File: config.mk
export PLATFORM = sky130hd
export DESIGN_NAME = lo_shift_engine
export DESIGN_NICKNAME = d
export VERILOG_FILES = /design/src/rtl/lo_pkg.sv /design/src/rtl/lo_cycle_ctl.sv /design/src/rtl/lo_pos_counter.sv /design/src/rtl/lo_mask_reg.sv /design/src/rtl/lo_shift_engine.sv
export SDC_FILE = /design/constraint.sdc
export NUM_CORES = 1
export LEC_CHECK = 0
export CAP_MARGIN = 0
export CORE_MARGIN = 2
export CORE_UTILIZATION = 55
export DETAILED_ROUTE_END_ITERATION = 7
export PLACE_DENSITY = 0.84
export SETUP_SLACK_MARGIN = 0.05
export SYNTH_ARGS = -nofsm -noshare
export SYNTH_HDL_FRONTEND = slang
export SYNTH_SLANG_ARGS = --single-unit
File: constraint.sdc
create_clock -name clk_i -period 5.9 [get_ports clk_i]
set_input_delay 1.18 -clock clk_i [delete_from_list [all_inputs] [get_ports clk_i]]
set_output_delay 1.18 -clock clk_i [all_outputs]
set_load 0.005 [all_outputs]
File: src/rtl/lo_pkg.sv
package lo_pkg;
  localparam int unsigned LO_ROW_W = 8;
  localparam int unsigned LO_CELLS = LO_ROW_W * LO_ROW_W;
  localparam int unsigned LO_KEY_W = $clog2(LO_CELLS);
  localparam int unsigned LO_MASK_LEN = 2 * LO_ROW_W + 1;
  localparam int unsigned LO_CYC_LEN = 2 * LO_CELLS;

  typedef logic [LO_CELLS-1:0] lo_board_t;
  typedef logic [LO_KEY_W-1:0] lo_key_t;
endpackage

File: src/rtl/lo_cycle_ctl.sv
module lo_cycle_ctl #(
  parameter int unsigned CYC_LEN = 128
) (
  input  logic clk_i,
  input  logic rst_ni,
  input  logic start_i,
  output logic load_o,
  output logic busy_o,
  output logic done_o
);
  localparam int unsigned CNT_W = $clog2(CYC_LEN);
  localparam logic [CNT_W-1:0] LAST = CNT_W'(CYC_LEN - 1);

  logic [CNT_W-1:0] cnt_q, cnt_d;
  logic busy_q, busy_d, done_q, done_d, last;

  assign load_o = start_i & ~busy_q;
  assign last   = (cnt_q == LAST);

  always_comb begin
    cnt_d  = cnt_q;
    busy_d = busy_q;
    done_d = 1'b0;
    if (load_o) begin
      cnt_d  = '0;
      busy_d = 1'b1;
    end else if (busy_q) begin
      cnt_d = cnt_q + 1'b1;
      if (last) begin
        busy_d = 1'b0;
        done_d = 1'b1;
      end
    end
  end

  always_ff @(posedge clk_i or negedge rst_ni) begin
    if (!rst_ni) begin
      cnt_q  <= '0;
      busy_q <= 1'b0;
      done_q <= 1'b0;
    end else begin
      cnt_q  <= cnt_d;
      busy_q <= busy_d;
      done_q <= done_d;
    end
  end

  assign busy_o = busy_q;
  assign done_o = done_q;

  // a strobe during a cycle must not restart the count
  assert_no_restart_R6: assert property (@(posedge clk_i) disable iff (!rst_ni)
    (busy_q && !last) |=> (busy_q && cnt_q == $past(cnt_q) + 1'b1));

  // cycle ends with a done pulse and busy low
  assert_end_of_cycle_R2: assert property (@(posedge clk_i) disable iff (!rst_ni)
    (busy_q && last) |=> (done_q && !busy_q));
endmodule

File: src/rtl/lo_pos_counter.sv
module lo_pos_counter #(
  parameter int unsigned CELLS = 64
) (
  input  logic                     clk_i,
  input  logic                     rst_ni,
  input  logic                     load_i,
  input  logic                     step_i,
  input  logic [$clog2(CELLS)-1:0] start_i,
  output logic                     aligned_o
);
  localparam int unsigned KEY_W = $clog2(CELLS);

  logic [KEY_W:0] cnt_q, cnt_d;

  assign aligned_o = cnt_q[KEY_W];

  always_comb begin
    cnt_d = cnt_q;
    if (load_i)                  cnt_d = {1'b0, start_i};
    else if (step_i && !cnt_q[KEY_W]) cnt_d = cnt_q + 1'b1;
  end

  always_ff @(posedge clk_i or negedge rst_ni) begin
    if (!rst_ni) cnt_q <= '0;
    else         cnt_q <= cnt_d;
  end

  // once overflowed, the counter stays there until the next load
  assert_pos_hold_R4: assert property (@(posedge clk_i) disable iff (!rst_ni)
    (cnt_q[KEY_W] && !load_i) |=> cnt_q[KEY_W]);

  // below overflow each shift advances the count by one
  assert_pos_step_R4: assert property (@(posedge clk_i) disable iff (!rst_ni)
    (step_i && !cnt_q[KEY_W] && !load_i) |=> (cnt_q == $past(cnt_q) + 1'b1));
endmodule

File: src/rtl/lo_mask_reg.sv
module lo_mask_reg #(
  parameter int unsigned ROW_W = 8
) (
  input  logic clk_i,
  input  logic rst_ni,
  input  logic load_i,
  input  logic manual_i,
  input  logic adv_i,
  output logic bit_o,
  output logic empty_o
);
  localparam int unsigned MASK_LEN = 2 * ROW_W + 1;

  logic [MASK_LEN-1:0] pat, mask_q, mask_d;

  // bit 0 meets cell key+ROW_W, bit ROW_W meets the key, bit 2*ROW_W meets key-ROW_W
  for (genvar i = 0; i < MASK_LEN; i++) begin : g_pat
    if (i == ROW_W) begin : g_centre
      assign pat[i] = 1'b1;
    end else if (i == 0 || i == ROW_W - 1 || i == ROW_W + 1 || i == 2 * ROW_W) begin : g_arm
      assign pat[i] = ~manual_i;
    end else begin : g_off
      assign pat[i] = 1'b0;
    end
  end

  always_comb begin
    mask_d = mask_q;
    if (load_i)     mask_d = pat;
    else if (adv_i) mask_d = {1'b0, mask_q[MASK_LEN-1:1]};
  end

  always_ff @(posedge clk_i or negedge rst_ni) begin
    if (!rst_ni) mask_q <= '0;
    else         mask_q <= mask_d;
  end

  assign bit_o   = mask_q[0];
  assign empty_o = (mask_q == '0);

  // the mask fills with zeros as it advances
  assert_mask_zero_fill_R3: assert property (@(posedge clk_i) disable iff (!rst_ni)
    (adv_i && !load_i) |=> !mask_q[MASK_LEN-1]);

  // manual load leaves exactly one bit set
  assert_manual_single_R5: assert property (@(posedge clk_i) disable iff (!rst_ni)
    (load_i && manual_i) |=> $onehot0(mask_q) && mask_q[ROW_W]);
endmodule

File: src/rtl/lo_shift_engine.sv
module lo_shift_engine
  import lo_pkg::*;
(
  input  logic                   clk_i,
  input  logic                   rst_ni,
  input  logic                   start_i,
  input  logic [LO_KEY_W-1:0]    key_i,
  input  logic                   manual_i,
  input  logic                   fb_ext_i,
  input  logic                   fb_bit_i,
  output logic [LO_CELLS-1:0]    board_o,
  output logic                   busy_o,
  output logic                   done_o
);
  localparam lo_key_t LEAD = LO_KEY_W'(LO_ROW_W + 1);

  logic [1:0] rst_sync_q;
  logic       rst_n;
  logic       load, busy, aligned, mask_bit, mask_empty, fb;
  lo_key_t    start_val;
  lo_board_t  board_q, board_d;

  always_ff @(posedge clk_i or negedge rst_ni) begin
    if (!rst_ni) rst_sync_q <= 2'b00;
    else         rst_sync_q <= {rst_sync_q[0], 1'b1};
  end
  assign rst_n = rst_sync_q[1];

  // count from key+ROW_W+1 so the mask front meets cell key+ROW_W
  assign start_val = key_i + LEAD;

  lo_cycle_ctl #(.CYC_LEN(LO_CYC_LEN)) u_ctl (
    .clk_i  (clk_i),
    .rst_ni (rst_n),
    .start_i(start_i),
    .load_o (load),
    .busy_o (busy),
    .done_o (done_o)
  );

  lo_pos_counter #(.CELLS(LO_CELLS)) u_pos (
    .clk_i    (clk_i),
    .rst_ni   (rst_n),
    .load_i   (load),
    .step_i   (busy),
    .start_i  (start_val),
    .aligned_o(aligned)
  );

  lo_mask_reg #(.ROW_W(LO_ROW_W)) u_mask (
    .clk_i   (clk_i),
    .rst_ni  (rst_n),
    .load_i  (load),
    .manual_i(manual_i),
    .adv_i   (busy & aligned),
    .bit_o   (mask_bit),
    .empty_o (mask_empty)
  );

  assign fb = fb_ext_i ? fb_bit_i : (board_q[LO_CELLS-1] ^ (aligned & mask_bit));

  always_comb begin
    board_d = board_q;
    if (busy) board_d = {board_q[LO_CELLS-2:0], fb};
  end

  always_ff @(posedge clk_i or negedge rst_n) begin
    if (!rst_n) board_q <= '0;
    else        board_q <= board_d;
  end

  assign board_o = board_q;
  assign busy_o  = busy;

  // done lasts one clock
  assert_done_pulse_R2: assert property (@(posedge clk_i) disable iff (!rst_n)
    done_o |=> !done_o);

  // whole mask consumed by the end of a cycle
  assert_mask_empty_R3: assert property (@(posedge clk_i) disable iff (!rst_n)
    done_o |-> mask_empty);

  // idle board holds
  assert_board_hold_R8: assert property (@(posedge clk_i) disable iff (!rst_n)
    (!busy && !start_i) |=> $stable(board_q));
endmodule

# Yosys cells after proc, flatten, opt, wreduce, memory -nomap -nowiden
# Cells that the tools add are included.
[word_totals]
wordCells = 35
register_bits = 99
in_bits = 12
out_inout_bits = 66
[op_classes]
eq_ne = 1
bitwise = 6
n_mux = 13
n_reduce_logical = 5
addsub = 3
[ops]
columns = ["op", "n"]
rows = [
  ["$mux W17", 2],
  ["$mux W7", 4],
  ["$add A7 B1 Y7 const B", 2],
  ["$eq A7 B7 Y1 const B", 1],
  ["$mux W1", 7],
  ["$add A6 B4 Y6 const B", 1],
  ["$reduce_bool A2 Y1", 3],
  ["$and A1 B1 Y1", 3],
  ["$not A1 Y1", 2],
  ["$logic_and A1 B1 Y1", 1],
  ["$logic_not A1 Y1", 1],
  ["$xor A1 B1 Y1", 1],
]

# Longest topological paths before layout
[logic_depth]
word_depth = 4
mapped_depth = 5
depth_no_buf = 5

# Hierarchy
# Synthesis repeated with hierarchy kept, for this count alone.
[unflattened]
cells_unflattened = 296
area_unflattened_um2 = 4184.0
[by_module_without_submodules]
columns = ["module", "cells_per_inst", "area_per_inst_um2", "instances"]
rows = [
  ["lo_shift_engine", 153, 2636.3, 1],
  ["lo_mask_reg", 64, 760.7, 1],
  ["lo_cycle_ctl", 39, 410.4, 1],
  ["lo_pos_counter", 40, 376.6, 1],
]

# Worst setup path after synthesis
# OpenSTA, ideal clock, no wires.
[synth_timing]
kind = "input to register"
startpoint = "input key_i[0]"
endpoint = "register u_pos.cnt_q[4]"
path_buffers = 0
path_slack_ns = 3.833
arrival_ns = 1.947
t_required_ns = 5.780
setup_ns = 0.120
path_stages = 5
cell_sequence = "ha_1 -> a21oi_1 -> xor2_1 -> o22ai_1 -> a31o_1"
[synth_via]
elab_chain_cells = 2
[synth_lines]
columns = ["item", "line", "source"]
rows = [
  ["start: declaration", "lo_shift_engine.sv:7", "input logic [LO_KEY_W-1:0] key_i,"],
  ["$add A6 B4 Y6", "lo_shift_engine.sv:30", "assign start_val = key_i + LEAD;"],
  ["$mux W7", "lo_pos_counter.sv:19", "if (load_i) cnt_d = {1'b0, start_i};"],
  ["end signal: assignment", "lo_pos_counter.sv:25", "else cnt_q <= cnt_d;"],
  ["end: declaration", "lo_pos_counter.sv:13", "logic [KEY_W:0] cnt_q, cnt_d;"],
]
# No other way between the ends.
# A chain may end at the register's enable or synchronous reset.

# Final worst setup path
[layout_timing]
startpoint = "register board_q[1] (netlist: board_o[1])"
endpoint = "output board_o[1]"
[layout_lines]
columns = ["item", "line", "source"]
rows = [
  ["start: declaration", "lo_shift_engine.sv:21", "lo_board_t board_q, board_d;"],
  ["start signal: assignment", "lo_shift_engine.sv:69", "else board_q <= board_d;"],
  ["end: declaration", "lo_shift_engine.sv:11", "output logic [LO_CELLS-1:0] board_o,"],
]
# No word-level cell between the ends.

==> qor.yml <==
floorplanning:
  die_h_um: 88.5
  start_util_pct: 57.2
  core_area_um2: 6870
  die_w_um: 88.5
  die-area_um2: 7840
  pin_count: 78
  rows: 30
power_and_ir_drop:
  power_uw: 2190
  power.switching_uw: 627
  p_clk_share_pct: 21.9
  vdd_ir_drop_max_mv: 0.287
  p_per_area_nw_per_um2: 440
  p_sw_share_pct: 28.6
  intPower_uw: 1570
  comb_power_share_pct: 29.8
  p_leak_uw: 0.00228
  pwr-share-seq_pct: 48.3
job:
  max_cap_viol_count: 0
logic_synthesis:
  synth-seq-area-share_pct: 63.0
  synthFlopType: "dfrtp_1"
  synth.largest_area_cell: "dfrtp_1"
  yosys.area.top_type_share_pct: 63.0
  synth_cells: 285
  synth_area_um2: 3930
  ys_ff_latch: 99
  synth_area_leaders: "dfrtp_1, mux2_2, mux2_1"
  synth.avg_cell_area_um2: 13.8
  ys_types: 37
  synth_edf_count: 0
  async_flop_share_pct: 100
  ys_warn_count: 0
  synth_nets: 300
grt:
  grt.total_usage_pct: 18.7
  grt_max_degree: 80
  grt_pass1_vias: 2460
  grt_first_pass_wirelength_um: 11400
  antenna_found_initial: 0
  overflow: 0
setup_path:
  worstPathMaxFanout: 3
  path_buf_inv: 1
  start_kind: "register"
  cp.arrival_ns: 1.27
  r2r-start: "u_ctl.busy_o"
  rrSetupSlack_ns: 3.64
  max_stage_delay_ns: 0.52
  crit_end: "board_o[1]"
  cp_top_family: "buffers and inverters"
  r2r_cells: 4
  path_cells: "clkdlybuf4s50_1"
  crit_start: "board_o[1]"
  path_class: "register to primary output"
  required_ns: 4.72
  slowest_stage: "clkdlybuf4s50_1"
  cp.depth: 1
  r2r_end: "u_mask.mask_q[1]"
  cp-end-kind: "primary output"
placed_design:
  pre_cts_slack_ns: 3.27
  place_congestion: 0.778
  port_buffers: 77
  dp_hpwl_um: 4500
routing:
  drtPass1Iterations: 4
  drc: 0
  dr_wl_met2_um: 3250
  drt_iter0_drc: 108
  wl_met3_um: 445
  m1WireLength_um: 3000
  drt-total-wl_um: 6710
  viasPerCell: 5.31
  via_count: 2460
  top_layer: "met4"
  wl_per_cell_um: 14.5
  drtAntennaViolNets: 0
timing:
  fmax_mhz: 409
  finalSetupViolCount: 0
  fin_skew_ns: 0.00783
  tightest_slew_ns: 0.936
  fin_crit_sh_pct: 41.5
  relSlewSlack_pct: 37.6
  tns_ns: 0
  whs_ns: 0.381
  drv_slew: 0
  hold_viol: 0
  min_period_ns: 2.45
  rsz0062_at_grt: "no"
  layout_setup_ws_ns: 3.45
clock_network:
  path_clk_slew_ns: 0.09
  cts_sinks: 99
  holdBufCountCts: 0
  root_buffer: "clkbuf_8"
  htree_levels: 3
  ctsResizeCount: 0
  cts_tree: "yes"
  cts.path.max_buffers: 2
  post-cts-setup-buffer-count: 0
  clk_latency_ns: 0.35
  cts_buffers: 9
layout:
  syn_to_final_growth_pct: 26.9
  seq_area_um2: 2480
  drive_gt1_share_pct: 21.0
  multiInputGateArea_um2: 1370
  n_antenna_cell: 0
  fill_cells: 475
  nets: 377
outcome:
  outcome: "completed"
hold_path:
  hp-class: "register to register"
power groups by stage:
stage / clock [µW] / combinational [µW] / sequential (µW)
3_3_place_gp: 0 / 641 / 1060
4_1_cts: 496 / 666 / 1060
2_1_floorplan: 0 / 315 / 1050
3_5_place_dp: 0 / 663 / 1070
5_1_grt: 525 / 712 / 1100
6_report: 481 / 654 / 1060
layout by cell type (no fill, tap or decap), types with 6 or more instances in the layout:
master / count
nor2_1: 7
o21ai_0: 6
nand2_1: 30
mux2_1: 11
a22o_1: 6
clkdlybuf4s50_1: 77
a21oi_1: 8
mux2_2: 55
clkbuf_8: 10
dfrtp_1: 97
flip-flops by register name, indices dropped and copies added, names as in the netlist:
register / cells
board_o: 64
u_mask.mask_q: 17
u_ctl.cnt_q: 7
u_pos.cnt_q: 7
rst_sync_q: 2
u_ctl.busy_o: 1
u_ctl.done_o: 1
worst min path at each step:
| stage | start | endpoint | slack [ns] | cells past startpoint |
|---|---|---|---|---|
| 2_1_floorplan | rst_sync_q[0] | rst_sync_q[1] | 0.33 | 0 |
| 3_3_place_gp | rst_sync_q[0] | rst_sync_q[1] | 0.34 | 0 |
| 3_5_place_dp | rst_sync_q[0] | rst_sync_q[1] | 0.34 | 0 |
| 4_1_cts | rst_sync_q[0] | rst_sync_q[1] | 0.38 | 0 |
| 5_1_grt | rst_sync_q[0] | rst_sync_q[1] | 0.39 | 0 |
| 6_report | rst_sync_q[0] | rst_sync_q[1] | 0.38 | 0 |
kinds of logic after synthesis:
| group | after synthesis | synth area share [%] |
|---|---|---|
| DFF | 99 | 63.0 |
| xor gates and xnor gates | 5 | 1.11 |
| AOI/OAI and AO/OA | 36 | 5.98 |
| other | 1 | 0.0954 |
| adders and majority gates | 3 | 0.955 |
| buffers and inverters | 13 | 2.16 |
| muxes | 69 | 19.7 |
| and+or+nand+nor | 59 | 7.00 |
metal layers:
layer  up-vias  GRT usage, %
met4         0          3.72
met5         -             0
li1       1168             -
met3         2          8.40
met2        58          30.0
met1      1232          23.9
layout make-up:
type	count	area share, %
Multi-Input combinational cell	173	27.4
Clock buffer	10	2.76
Timing Repair Buffer	79	15.7
Clock inverter	6	1.91
Tap cell	96	2.41
Sequential cell	99	49.7
cells in the mapped netlist, types with 4 or more instances:
cell type and n:
dfrtp_1 99, mux2_2 55, nand2_1 30, mux2_1 11, a21oi_1 8, buf_4 8
nor2_1 7, a22o_1 6, o21ai_0 6, buf_2 5, nand3_1 4, xor2_1 4
through the flow:
step	utilization, %	cell area [µm²]	instances
after detailed placement	69.3	4760	447
final	72.6	4990	463
after CTS	72.6	4990	463
after floorplan	-	3930	285
after global routing	72.6	4990	463
after global placement	69.3	4760	447
Note: power is estimated with default switching activity, not from simulation.
